### src/rtl/rah_pkg.sv
package rah_pkg;

    typedef logic [15:0] half_t;

    localparam logic [63:0] ZSEQ   = 64'hFA2561CDF44AC398;
    localparam half_t       KCONST = 16'hFFFC;
    localparam int          NLANES = 4;

    function automatic half_t rotl(input half_t v, input int unsigned s);
        return half_t'((v << s) | (v >> (16 - s)));
    endfunction

    function automatic half_t rotr(input half_t v, input int unsigned s);
        return half_t'((v >> s) | (v << (16 - s)));
    endfunction

    // Nonlinear round function of the Feistel network
    function automatic half_t mix_f(input half_t a);
        return (rotl(a, 1) & rotl(a, 8)) ^ rotl(a, 2);
    endfunction

    // One key-expansion step
    function automatic half_t key_step(input half_t k0, input half_t k1,
                                       input half_t k3, input logic z);
        half_t t;
        t = rotr(k3, 3) ^ k1;
        return KCONST ^ {15'b0, z} ^ k0 ^ t ^ rotr(t, 1);
    endfunction

    // Byte interleave: byte i of odd_src -> slot 7-2i, byte i of even_src -> slot 2i
    function automatic logic [63:0] interleave(input logic [31:0] odd_src,
                                               input logic [31:0] even_src);
        logic [63:0] r;
        r = '0;
        for (int i = 0; i < 4; i++) begin
            r[8*(7-2*i) +: 8] = odd_src[8*i +: 8];
            r[8*(2*i)   +: 8] = even_src[8*i +: 8];
        end
        return r;
    endfunction

endpackage

### src/rtl/rah_keysched.sv
module rah_keysched
    import rah_pkg::*;
#(
    parameter int ROUNDS = 32,
    localparam int CW    = $clog2(ROUNDS),
    localparam int EXP   = ROUNDS - 4
) (
    input  logic                    clk,
    input  logic                    rst_n,
    input  logic                    load_i,
    input  logic [63:0]             key_i,
    input  logic                    adv_i,
    input  logic [CW-1:0]           step_i,
    output half_t [NLANES-1:0]      rk_o
);

    typedef struct packed {
        half_t [3:0] cur;   // words 4g .. 4g+3 of the active group
        half_t [3:0] nxt;   // words of the following group, filled one per round
    } ks_t;

    ks_t st_q, st_d;

    logic [1:0] j;
    assign j = step_i[1:0];

    // Each lane reads the active group in its own rotated order
    for (genvar n = 0; n < NLANES; n++) begin : g_rk
        assign rk_o[n] = st_q.cur[2'(j + 2'(n))];
    end

    always_comb begin
        half_t w0, w1, w3, nw;
        logic  z;
        st_d = st_q;
        w0   = st_q.cur[j];
        w1   = (j == 2'd3) ? st_q.nxt[0] : st_q.cur[2'(j + 2'd1)];
        w3   = (j == 2'd0) ? st_q.cur[3] : st_q.nxt[2'(j - 2'd1)];
        z    = (step_i < CW'(EXP)) ? ZSEQ[6'd63 - 6'(step_i)] : 1'b0;
        nw   = key_step(w0, w1, w3, z);
        if (load_i) begin
            for (int i = 0; i < 4; i++) begin
                st_d.cur[i] = key_i[63-16*i -: 16];
            end
            st_d.nxt = '0;
        end else if (adv_i) begin
            st_d.nxt[j] = nw;
            if (j == 2'd3) begin
                st_d.cur = {nw, st_q.nxt[2], st_q.nxt[1], st_q.nxt[0]};
            end
        end
    end

    always_ff @(posedge clk) begin
        if (!rst_n) st_q <= '0;
        else        st_q <= st_d;
    end

    // a load and a round are never requested in the same cycle
    p_load_adv_excl_r6: assert property (@(posedge clk) disable iff (!rst_n)
        !(load_i && adv_i));

endmodule

### src/rtl/rah_lane.sv
module rah_lane
    import rah_pkg::*;
(
    input  logic        clk,
    input  logic        rst_n,
    input  logic        load_i,
    input  logic [31:0] blk_i,
    input  logic        adv_i,
    input  half_t       rk_i,
    output logic [31:0] rnd_o     // {B, A} after applying the current round
);

    typedef struct packed {
        half_t a;   // left half
        half_t b;   // right half
    } lane_t;

    lane_t st_q, st_d, rnd;

    always_comb begin
        rnd.a = st_q.b ^ mix_f(st_q.a) ^ rk_i;
        rnd.b = st_q.a;
        st_d  = st_q;
        if (load_i) begin
            st_d.a = blk_i[15:0];
            st_d.b = blk_i[31:16];
        end else if (adv_i) begin
            st_d = rnd;
        end
    end

    assign rnd_o = {rnd.b, rnd.a};

    always_ff @(posedge clk) begin
        if (!rst_n) st_q <= '0;
        else        st_q <= st_d;
    end

    // the old left half moves to the right half on every round
    p_half_swap_r3: assert property (@(posedge clk) disable iff (!rst_n)
        adv_i && !load_i |=> st_q.b == $past(st_q.a));

endmodule

### src/rtl/rah_engine.sv
module rah_engine
    import rah_pkg::*;
#(
    parameter int ROUNDS = 32,
    localparam int CW    = $clog2(ROUNDS)
) (
    input  logic        clk,
    input  logic        rst_n,
    input  logic        start_i,
    input  logic        check_i,
    input  logic [63:0] ra_i,
    input  logic [63:0] rb_i,
    input  logic [63:0] key_i,
    input  logic [63:0] cmp_i,
    output logic        busy_o,
    output logic        done_o,
    output logic [63:0] digest_o,
    output logic        mismatch_o
);

    localparam logic [CW-1:0] LAST = CW'(ROUNDS - 1);

    typedef struct packed {
        logic          busy;
        logic          done;
        logic          mism;
        logic          check;
        logic [CW-1:0] cnt;
        logic [63:0]   cmp;
        logic [63:0]   digest;
    } ctl_t;

    ctl_t st_q, st_d;

    logic                    load, adv;
    logic [63:0]             pre_h, pre_l, fold;
    logic [NLANES-1:0][31:0] lane_in, lane_out;
    half_t [NLANES-1:0]      rk;

    assign load = start_i && !st_q.busy;   // start ignored while busy
    assign adv  = st_q.busy;

    // byte interleave pre-mix
    assign pre_h = interleave(rb_i[31:0],  ra_i[63:32]);
    assign pre_l = interleave(rb_i[63:32], ra_i[31:0]);

    // lane input assignment
    assign lane_in[0] = pre_h[63:32];
    assign lane_in[1] = pre_h[31:0];
    assign lane_in[2] = pre_l[63:32];
    assign lane_in[3] = pre_l[31:0];

    rah_keysched #(.ROUNDS(ROUNDS)) u_ks (
        .clk    (clk),
        .rst_n  (rst_n),
        .load_i (load),
        .key_i  (key_i),
        .adv_i  (adv),
        .step_i (st_q.cnt),
        .rk_o   (rk)
    );

    for (genvar n = 0; n < NLANES; n++) begin : g_lane
        rah_lane u_lane (
            .clk    (clk),
            .rst_n  (rst_n),
            .load_i (load),
            .blk_i  (lane_in[n]),
            .adv_i  (adv),
            .rk_i   (rk[n]),
            .rnd_o  (lane_out[n])
        );
    end

    assign fold = {lane_out[0], lane_out[1]} ^ {lane_out[2], lane_out[3]};

    always_comb begin
        st_d      = st_q;
        st_d.done = 1'b0;
        st_d.mism = 1'b0;
        if (load) begin
            st_d.busy  = 1'b1;
            st_d.cnt   = '0;
            st_d.check = check_i;
            st_d.cmp   = cmp_i;
        end else if (st_q.busy) begin
            if (st_q.cnt == LAST) begin
                st_d.busy   = 1'b0;
                st_d.done   = 1'b1;
                st_d.digest = fold;
                st_d.mism   = st_q.check && (fold != st_q.cmp);
            end else begin
                st_d.cnt = st_q.cnt + 1'b1;
            end
        end
    end

    always_ff @(posedge clk) begin
        if (!rst_n) st_q <= '0;
        else        st_q <= st_d;
    end

    assign busy_o     = st_q.busy;
    assign done_o     = st_q.done;
    assign digest_o   = st_q.digest;
    assign mismatch_o = st_q.mism;

    // an accepted start makes the engine busy next cycle
    p_start_busy_r6: assert property (@(posedge clk) disable iff (!rst_n)
        start_i && !busy_o |=> busy_o && !done_o);

    // done is a single-cycle pulse, never with busy
    p_done_pulse_r7: assert property (@(posedge clk) disable iff (!rst_n)
        done_o |=> !done_o);
    p_done_idle_r7: assert property (@(posedge clk) disable iff (!rst_n)
        !(done_o && busy_o));

    // digest moves only when done is raised
    p_digest_hold_r8: assert property (@(posedge clk) disable iff (!rst_n)
        !done_o |-> $stable(digest_o));

    // mismatch only accompanies done
    p_mism_with_done_r9: assert property (@(posedge clk) disable iff (!rst_n)
        mismatch_o |-> done_o);

    // store mode never reports a mismatch
    p_store_quiet_r10: assert property (@(posedge clk) disable iff (!rst_n)
        busy_o && !st_q.check |=> !mismatch_o);

    // a running operation keeps counting regardless of start
    p_no_restart_r11: assert property (@(posedge clk) disable iff (!rst_n)
        busy_o && st_q.cnt != LAST |=> busy_o && st_q.cnt == $past(st_q.cnt) + 1'b1);

endmodule

### config.mk
export PLATFORM = sky130hd
export DESIGN_NAME = rah_engine
export DESIGN_NICKNAME = d
export VERILOG_FILES = /design/src/rtl/rah_pkg.sv /design/src/rtl/rah_keysched.sv /design/src/rtl/rah_lane.sv /design/src/rtl/rah_engine.sv
export SDC_FILE = /design/constraint.sdc
export NUM_CORES = 1
export LEC_CHECK = 0
export BUFFER_PORTS_ARGS = -buffer_cell sky130_fd_sc_hd__buf_2
export CAP_MARGIN = 20
export CORE_ASPECT_RATIO = 0.5
export CORE_MARGIN = 2
export CORE_UTILIZATION = 59
export DETAILED_ROUTE_END_ITERATION = 8
export GPL_ROUTABILITY_DRIVEN = 0
export GPL_TIMING_DRIVEN = 0
export PLACE_DENSITY = 0.85
export SYNTH_ARGS = -nofsm -noshare
export SYNTH_HDL_FRONTEND = slang
export SYNTH_SLANG_ARGS = --single-unit
### constraint.sdc
create_clock -name clk -period 4.9 [get_ports clk]
set_input_delay 0 -clock clk [delete_from_list [all_inputs] [get_ports clk]]
set_output_delay 0 -clock clk [all_outputs]
set_load 0.005 [all_outputs]
==> impl_metrics.csv, run 1 <==
group,metric,value,unit
run_status,failed_stage,"global routing (5_1_grt)",
placed_design,dp.cells,3192,
sta,endpoint_type,"register data pin",
logic_synthesis,yosysWarnings,0,
logic_synthesis,ys_seq_area_share,34.2,%
grt,grt_max_degree,17,
sta,crit_endpoint,"mismatch_o$_SDFF_PP0_/D",
logic_synthesis,synth_ff_type,"dfxtp_1",
cts,post_cts_resized,0,
run_status,error,"[ERROR GRT-0232] Routing congestion too high. Check the congestion heatmap in the GUI.",
grt,overflow,2,
logic_synthesis,ys_async_sr_fraction,0,%
cts,numClockSinks,393,
floorplan,io_pins,327,
floorplan,die_x,283,um
floorplan,placementRows,51,
cts,cts_buffers,38,
logic_synthesis,synth_area_leader_cell,"dfxtp_1",
logic_synthesis,synth-edff-count,0,
cts,clockRootBuffer,"clkbuf_16",
grt,antenna_found_initial,41,
logic_synthesis,synth_area_leaders,"dfxtp_1 34%, xnor3_1 9.0%, nand2_1 7.5%",
placed_design,post_dp_cell_area,0.0253,mm2
logic_synthesis,synth_area,0.0230,mm2
cts,clockBufferDepth,3,
logic_synthesis,yosysUniqueCellTypes,51,
placed_design,io_buffers,324,
logic_synthesis,synth_seq_cells,393,
logic_synthesis,synth_top_area_share,34.2,%
logic_synthesis,synth_fp_nets,2603,
floorplan,die_y,144,um
placed_design,hpwl,64.8,mm
run_status,outcome,"aborted with a tool error",
logic_synthesis,synth_cells,2338,
logic_synthesis,synth.avg_cell_area,9.83,um2
floorplan,start_util,59.4,%
grt,track_usage,64.5,%
cts,ctsHtreeMaxLevel,2,
-- layer usage --
metal / overflow / track usage [%]
met5: 0 / 40.6
met4: 2 / 56.3
met3: 0 / 57.9
met2: 0 / 79.1
met1: 0 / 62.3
-- per-stage QoR --
| stage | worst slack [ns] | hold WS, ns |
|---|---|---|
| after floorplan | 1.22 | 0.145 |
| after CTS | 0.153 | 0.00808 |
| after detailed placement | 0.213 | 0.259 |
| after global placement | 0.261 | 0.256 |
-- kinds of logic after synthesis --
group	count (synthesis)	share of synthesized area (%)
AOI/OAI and AO/OA	463	14.3
buffers and inverters	295	6.94
xor gates and xnor gates	305	17.1
and+or+nand+nor	633	11.5
muxes	244	15.6
adders and majority gates	5	0.272
DFF	393	34.2
-- synth_stat cells (66+ instances only) --
cell type,number
xnor2_1,193
buf_4,67
xnor3_1,92
mux2_2,66
mux2i_1,97
o21ai_0,129
and2_1,70
nand2_1,460
dfxtp_1,393
mux4_2,68
clkbuf_1,170
a21boi_0,114
-- timing repair --
item	CTS
hold buffers	256
hold endpoints to repair	256
buffers inserted	0
==> run 2, diff against run 1 <==
Settings changed: CORE_ASPECT_RATIO 0.5 to unset, CORE_UTILIZATION 59 to 40, PLACE_DENSITY 0.85 to unset, PLACE_DENSITY_LB_ADDON set to 0.15.
==> impl_metrics.csv, run 2 <==
group,metric,value,unit
power,p_per_area,338,mW/mm2
route,drtAntennaViolNets,0,
setup_path,criticalPathCategory,"register to register",
power,p_leak,12.7,nW
grt,grt_max_degree,12,
sta,fin_tns_setup,0,ns
logic_synthesis,ys_async_sr_fraction,0,%
sta,drv_slew,0,
logic_synthesis,yosysUniqueCellTypes,51,
worst_hold_path,hold_class,"input pin to register",
setup_path,r2r-start,"st_q[128]",
floorplan,die_y,244,um
setup_path,worstPathArrival,5.16,ns
finish,final_cell_mix,"460 x nand2_1, 393 x dfxtp_1, 325 x buf_2",
worst_hold_path,worstHoldStart,"cmp_i[53]",
logic_synthesis,synth_top_area_share,34.2,%
setup_path,critPathCaptureType,"register",
floorplan,start_util,40.6,%
finish,fillers,5209,
logic_synthesis,synth_area,0.0230,mm2
logic_synthesis,synth.avg_cell_area,9.83,um2
sta,min_period,4.70,ns
sta,tightest_slew,1.07,ns
route,wl,96.4,mm
route,dr.pass1.iters,6,
setup_path,critPathLaunch,"st_q[128]",
setup_path,critical_path.startpoint_type,"register",
power,internal_power,0.00669,W
logic_synthesis,synthSimpleGateAreaFrac,11.5,%
logic_synthesis,synth_top_family_by_area,"XOR/XNOR gates",
placed_design,hpwl,74.4,mm
logic_synthesis,synthMuxAreaShare,15.6,%
logic_synthesis,ys_seq_area_share,34.2,%
logic_synthesis,yosys.area_share.xor_xnor,17.1,%
sta,whs,0.212,ns
finish,layout-drive-gt1-share,20.9,%
finish,fin_nets,3233,
placed_design,post_dp_cell_area,0.0255,mm2
setup_path,critPathTopFamily,"buffers and inverters",
grt,grt_pass1_vias,20000,
cts,clkLatencyLatePin,0.59,ns
sta,fin_crit_sh,95.9,%
cts,postCtsSetupRepairBufs,0,
setup_path,worstPathCellList,"buf_6 -> buf_12 -> buf_12 -> buf_12 -> buf_6 -> inv_1 -> ha_1 -> buf_4 -> clkbuf_4 -> mux4_1 -> xnor3_1 -> xnor2_1 -> o2111ai_1 -> nor4_1 -> and4_1 -> a31oi_1",
floorplan,die_x,244,um
finish,postLayoutCellArea,0.0296,mm2
floorplan,fp.dieArea,0.0594,mm2
logic_synthesis,synth_area_leader_cell,"dfxtp_1",
power,p_sw_share,33.1,%
setup_path,crit_slowest_cell,"mux4_1",
logic_synthesis,synth_fa_ha_area_share,0.272,%
finish,layout_commonest_cell,"nand2_1",
route,dr_total_vias,20900,
route,via_per_inst,5.57,
power,sequentialPowerShare,35.1,%
job,max_cap_violations,0,
sta,rsz0062_at_grt,"false",
cts,cts_buffers,47,
sta,fmax,0.213,GHz
logic_synthesis,synth_compound_area_share,14.3,%
logic_synthesis,synth_most_common_cell,"nand2_1",
setup_path,crit_path_frequent_cell,"buf_12",
power,peakVddDrop,0.243,mV
grt,antenna_found_initial,1,
power,pwr-share-comb,31.3,%
cts,cts_tree,"done",
logic_synthesis,synth_cells,2338,
placed_design,io_buffers,324,
finish,area_delta_synth_final,28.8,%
power,clock_power_share,33.7,%
setup_path,crit_required,5.36,ns
setup_path,path_buf_inv,8,
logic_synthesis,synth_ff_type,"dfxtp_1",
cts,ctsHtreeMaxLevel,2,
cts,clockBufferDepth,3,
cts,numClockSinks,393,
grt,track_usage,31.7,%
finish,finish.utilization,52.3,%
sta,clock_skew,0.0233,ns
floorplan,placementRows,87,
logic_synthesis,synth_area_leaders,"dfxtp_1 34%, xnor3_1 9.0%, nand2_1 7.5%",
route,wire_per_inst,25.7,um
power,p_sw,0.00331,W
setup_path,cpPeakStageDelay,0.70,ns
sta,slew_headroom,29.0,%
route,drt_iter0_markers,2362,
logic_synthesis,yosysWarnings,0,
run_status,outcome,"complete, no violations",
setup_path,critical_path.max_fanout,10,
grt,grt_pass1_wl,137,mm
sta,setup_viol,0,
logic_synthesis,synth_fp_nets,2603,
cts,clkTransAtPathRegs,0.06,ns
floorplan,core,0.0566,mm2
grt,overflow,0,
logic_synthesis,synth_seq_cells,393,
logic_synthesis,synth-edff-count,0,
route,drc,0,
logic_synthesis,ys_top_cells_by_count,"460 x nand2_1, 393 x dfxtp_1, 193 x xnor2_1",
sta,final_hold_viol_count,0,
cts,clockRootBuffer,"clkbuf_16",
floorplan,io_pins,327,
-- run 2: cell counts after synthesis --
Identical to the previous run, type by type.
-- run 2: worst reg2reg max path, stage by stage (launching register included) --
cell,delay [ns]
dfxtp_1,0.40
buf_6,0.18
buf_12,0.18
buf_12,0.17
buf_12,0.19
buf_6,0.21
inv_1,0.09
ha_1,0.28
buf_4,0.18
clkbuf_4,0.31
mux4_1,0.70
xnor3_1,0.47
xnor2_1,0.40
o2111ai_1,0.19
nor4_1,0.32
and4_1,0.23
a31oi_1,0.08
-- run 2: kinds of logic (layout without fill, tap and decap cells) --
logic type | count (synthesis) | in the layout
and+or+nand+nor | 633 | 633
muxes | 244 | 244
buffers and inverters | 295 | 954
AOI/OAI and AO/OA | 463 | 463
DFF | 393 | 393
other | 0 | 1
xor gates and xnor gates | 305 | 305
adders and majority gates | 5 | 5
-- run 2: area by class of cell --
class                           count  area, um2  area share (%)
Tap cell                          756        946            3.20
Clock inverter                      9       51.3           0.173
Clock buffer                       69       1380            4.66
Multi-Input combinational cell   1650      13600            45.8
Antenna cell                        1       2.50         0.00846
Sequential cell                   393       7870            26.6
Buffer                            292       1590            5.36
Timing Repair Buffer              581       4190            14.2
Inverter                            3       11.3          0.0380
-- run 2: through the flow --
stage / cells / worst slack (ns) / power [W]
final: 3754 / 0.202 / 0.0100
after global routing: 3753 / 0.0754 / 0.0103
after CTS: 3753 / 0.0841 / 0.00994
after floorplan: 2338 / 1.22 / 0.00540
after global placement: 3418 / 0.125 / 0.00642
after detailed placement: 3418 / 0.0899 / 0.00644
-- run 2: path summary, 6_finish.rpt --
kind,to,slack (ns),cells past startpoint
max,mismatch_o,0.20,16
min,st_q[117],0.21,4
max reg2reg,mismatch_o,0.20,16
min reg2reg,mismatch_o,0.44,2
-- run 2: per-layer routing --
layer	wire length (um)	track usage (%)	up-vias
li1	-	-	9310
met1	40300	43.5	10300
met2	43600	50.2	1170
met3	8680	5.19	193
met4	3790	12.0	2
met5	13	0	-
-- run 2: power by group through the flow --
stage               Combinational, W  Clock, W  Sequential [W]
floorplan                    0.00188         0         0.00352
global placement             0.00285         0         0.00356
detailed placement           0.00287         0         0.00357
CTS                          0.00305   0.00339         0.00350
global route                 0.00325   0.00352         0.00352
finish                       0.00313   0.00337         0.00351
-- run 2: what timing repair did --
item / in CTS / in global routing
gates resized for setup: 0 / 7
hold endpoints to repair: 257 / 0
endpoints found under the setup margin: 0 / 3
hold buffers: 257 / 0
Note: power is estimated with default switching activity, not from simulation.
==> run 3, diff against run 2 <==
Settings changed: ABC_AREA set to 1, SYNTH_HIERARCHICAL set to 1.
==> impl_metrics.csv, run 3 <==
group,metric,value,unit
logic_synthesis,synth_area_leaders,"dfxtp_1 29%, nand2_1 28%, inv_1 9.1%",
setup_path,criticalPathCategory,"register to register",
floorplan,core,0.0673,mm2
logic_synthesis,ys_seq_area_share,28.9,%
sta,min_period,4.44,ns
logic_synthesis,synth_most_common_cell,"nand2_1",
logic_synthesis,synth_ff_type,"dfxtp_1",
finish,insertedDiodeCount,0,
logic_synthesis,synth_seq_cells,393,
floorplan,io_pins,327,
floorplan,start_util,40.5,%
cts,ctsHtreeMaxLevel,2,
sta,slew_headroom,28.1,%
placed_design,io_buffers,326,
floorplan,die_y,265,um
worst_hold_path,hold_class,"input pin to register",
logic_synthesis,synth_cells,4758,
placed_design,hpwl,98.4,mm
sta,clock_skew,0.0299,ns
placed_design,pre_cts_ws,-0.226,ns
job,max_cap_violations,0,
finish,area_delta_synth_final,26.1,%
logic_synthesis,synth_top_area_share,28.9,%
run_status,outcome,"complete, no violations",
sta,tightest_slew,1.07,ns
route,wire_per_inst,19.9,um
power,p_per_area,308,mW/mm2
grt,grt_max_degree,22,
power,p_leak,17.4,nW
logic_synthesis,yosysWarnings,6,
route,drt-met1-wl,50.1,mm
finish,seq_area,0.00787,mm2
cts,clkLatencyLatePin,0.61,ns
setup_path,critPathCaptureType,"register",
setup_path,cpPeakStageDelay,0.61,ns
cts,numClockSinks,393,
cts,clockBufferDepth,3,
cts,clockRootBuffer,"clkbuf_16",
logic_synthesis,synth.avg_cell_area,5.72,um2
sta,fin_ws,0.460,ns
cts,cts_buffers,50,
setup_path,reg2reg_to,"mismatch_o",
sta,final_hold_viol_count,0,
logic_synthesis,synth_area,0.0272,mm2
route,dr_total_vias,33200,
route,drt_iter0_markers,3943,
finish,layout-drive-gt1-share,13.6,%
route,dr.pass1.iters,6,
route,dr_wl_met2,53.9,mm
setup_path,crit_slowest_cell,"dfxtp_1",
sta,drv_slew,0,
cts,clkTransAtPathRegs,0.06,ns
logic_synthesis,yosysUniqueCellTypes,32,
route,drc,0,
setup_path,reg2reg_setup_slack,0.46,ns
sta,whs,0.123,ns
finish,multi_input_comb_area,0.0146,mm2
cts,postCtsSetupRepairBufs,0,
route,via_per_inst,5.26,
grt,grt_pass1_wl,183,mm
grt,antenna_found_initial,2,
setup_path,critical_path.max_fanout,11,
logic_synthesis,ys_async_sr_fraction,0,%
logic_synthesis,synth_area_leader_cell,"dfxtp_1",
power,peakVddDrop,0.255,mV
power,p_total,0.0106,W
worst_hold_path,whs_endpoint,"g_lane[0].u_lane/rnd_o[19]",
route,wl_met3,12.3,mm
setup_path,crit_path_frequent_cell,"nand2_1",
sta,fin_tns_setup,0,ns
setup_path,crit_required,5.39,ns
sta,fin_crit_sh,90.6,%
floorplan,die_x,265,um
sta,rsz0062_at_grt,"false",
setup_path,critical_path.startpoint_type,"register",
setup_path,r2r_cells,25,
setup_path,worstPathArrival,4.93,ns
sta,fmax,0.225,GHz
route,wl,126,mm
logic_synthesis,synth_fp_nets,5025,
floorplan,fp.dieArea,0.0702,mm2
route,top_layer,"met5",
finish,fillers,7053,
logic_synthesis,synth-edff-count,0,
grt,overflow,0,
worst_hold_path,worstHoldStart,"rst_n",
worst_hold_path,worstHoldPathCells,3,
cts,cts_tree,"done",
logic_synthesis,ys_top_cells_by_count,"2009 x nand2_1, 658 x inv_1, 443 x nand3_1",
route,drtAntennaViolNets,0,
floorplan,placementRows,95,
grt,track_usage,34.7,%
finish,final_cell_mix,"2009 x nand2_1, 658 x inv_1, 443 x nand3_1",
sta,setup_viol,0,
setup_path,r2r-start,"st_q[128]",
finish,layout_commonest_cell,"nand2_1",
grt,grt_pass1_vias,30400,
finish,fin_nets,5671,
run 3: cell count changes after synthesis, sizes merged, moves of 93 or more:
cell and change:
buf +169, clkbuf -93, a31oi +118, a21boi -128, inv +675, a21oi +185, nand3 +442, nand2 +1557
o21ai +161, xnor2 -193
run 3: timing repair:
action,4_1_cts,5_1_grt
hold buffers,267,0
hold endpoints to repair,257,0
resized for setup,2,6
endpoints found under the setup margin,1,1
cloned,0,0
run 3: worst max-delay path, delay by kind of cell (launching register included):
kind | cells | cell delay, ns
buf+inv | 8 | 1.63
simple gates | 15 | 1.39
flops | 1 | 0.61
compound gates | 1 | 0.39
fa+ha+maj | 1 | 0.30
run 3: final cells by class:
| type | count | share of cell area (%) |
|---|---|---|
| Clock inverter | 24 | 0.634 |
| Timing Repair Buffer | 595 | 12.7 |
| Inverter | 682 | 7.45 |
| Tap cell | 873 | 3.18 |
| Clock buffer | 65 | 4.16 |
| Multi-Input combinational cell | 3317 | 42.5 |
| Buffer | 365 | 6.47 |
| Sequential cell | 393 | 22.9 |
run 3: through the flow:
step	utilization [%]	cells	instance area [um2]
3_5_place_dp	44.6	5959	30000
5_1_grt	51.0	6314	34300
2_1_floorplan	-	4758	27200
6_report	51.0	6314	34300
4_1_cts	51.0	6315	34300
3_3_place_gp	44.5	5957	30000
run 3: cell families after synthesis:
family	after synthesis	share of synthesized area, %
simple gates	2590	38.2
buf+inv	1048	17.5
compound gates	715	14.8
flops	393	28.9
fa+ha+maj	7	0.322
mux	5	0.184
run 3: power breakdown:
group / internal (W) / total (W) / switching [W] / leakage, nW
logic: 0.00105 / 0.00325 / 0.00220 / 13.4
clock network: 0.00221 / 0.00377 / 0.00156 / 0.820
registers: 0.00337 / 0.00356 / 0.000191 / 3.22
total: 0.00663 / 0.0106 / 0.00395 / 17.4
run 3: worst max-delay path by stage:
stage / to / slack, ns / start
2_1_floorplan: mismatch_o / 1.35 / st_q[129]
3_3_place_gp: mismatch_o / -0.16 / st_q[129]
3_5_place_dp: mismatch_o / -0.23 / st_q[129]
4_1_cts: mismatch_o / 0.0003 / st_q[129]
5_1_grt: mismatch_o / 0.19 / st_q[129]
6_report: mismatch_o / 0.46 / st_q[128]
run 3: layer usage:
metal | global-route usage, % | vias to the layer above
met1 | 43.9 | 14900
li1 | - | 16100
met2 | 54.5 | 1774
met5 | 0 | -
met3 | 5.85 | 446
met4 | 22.6 | 4
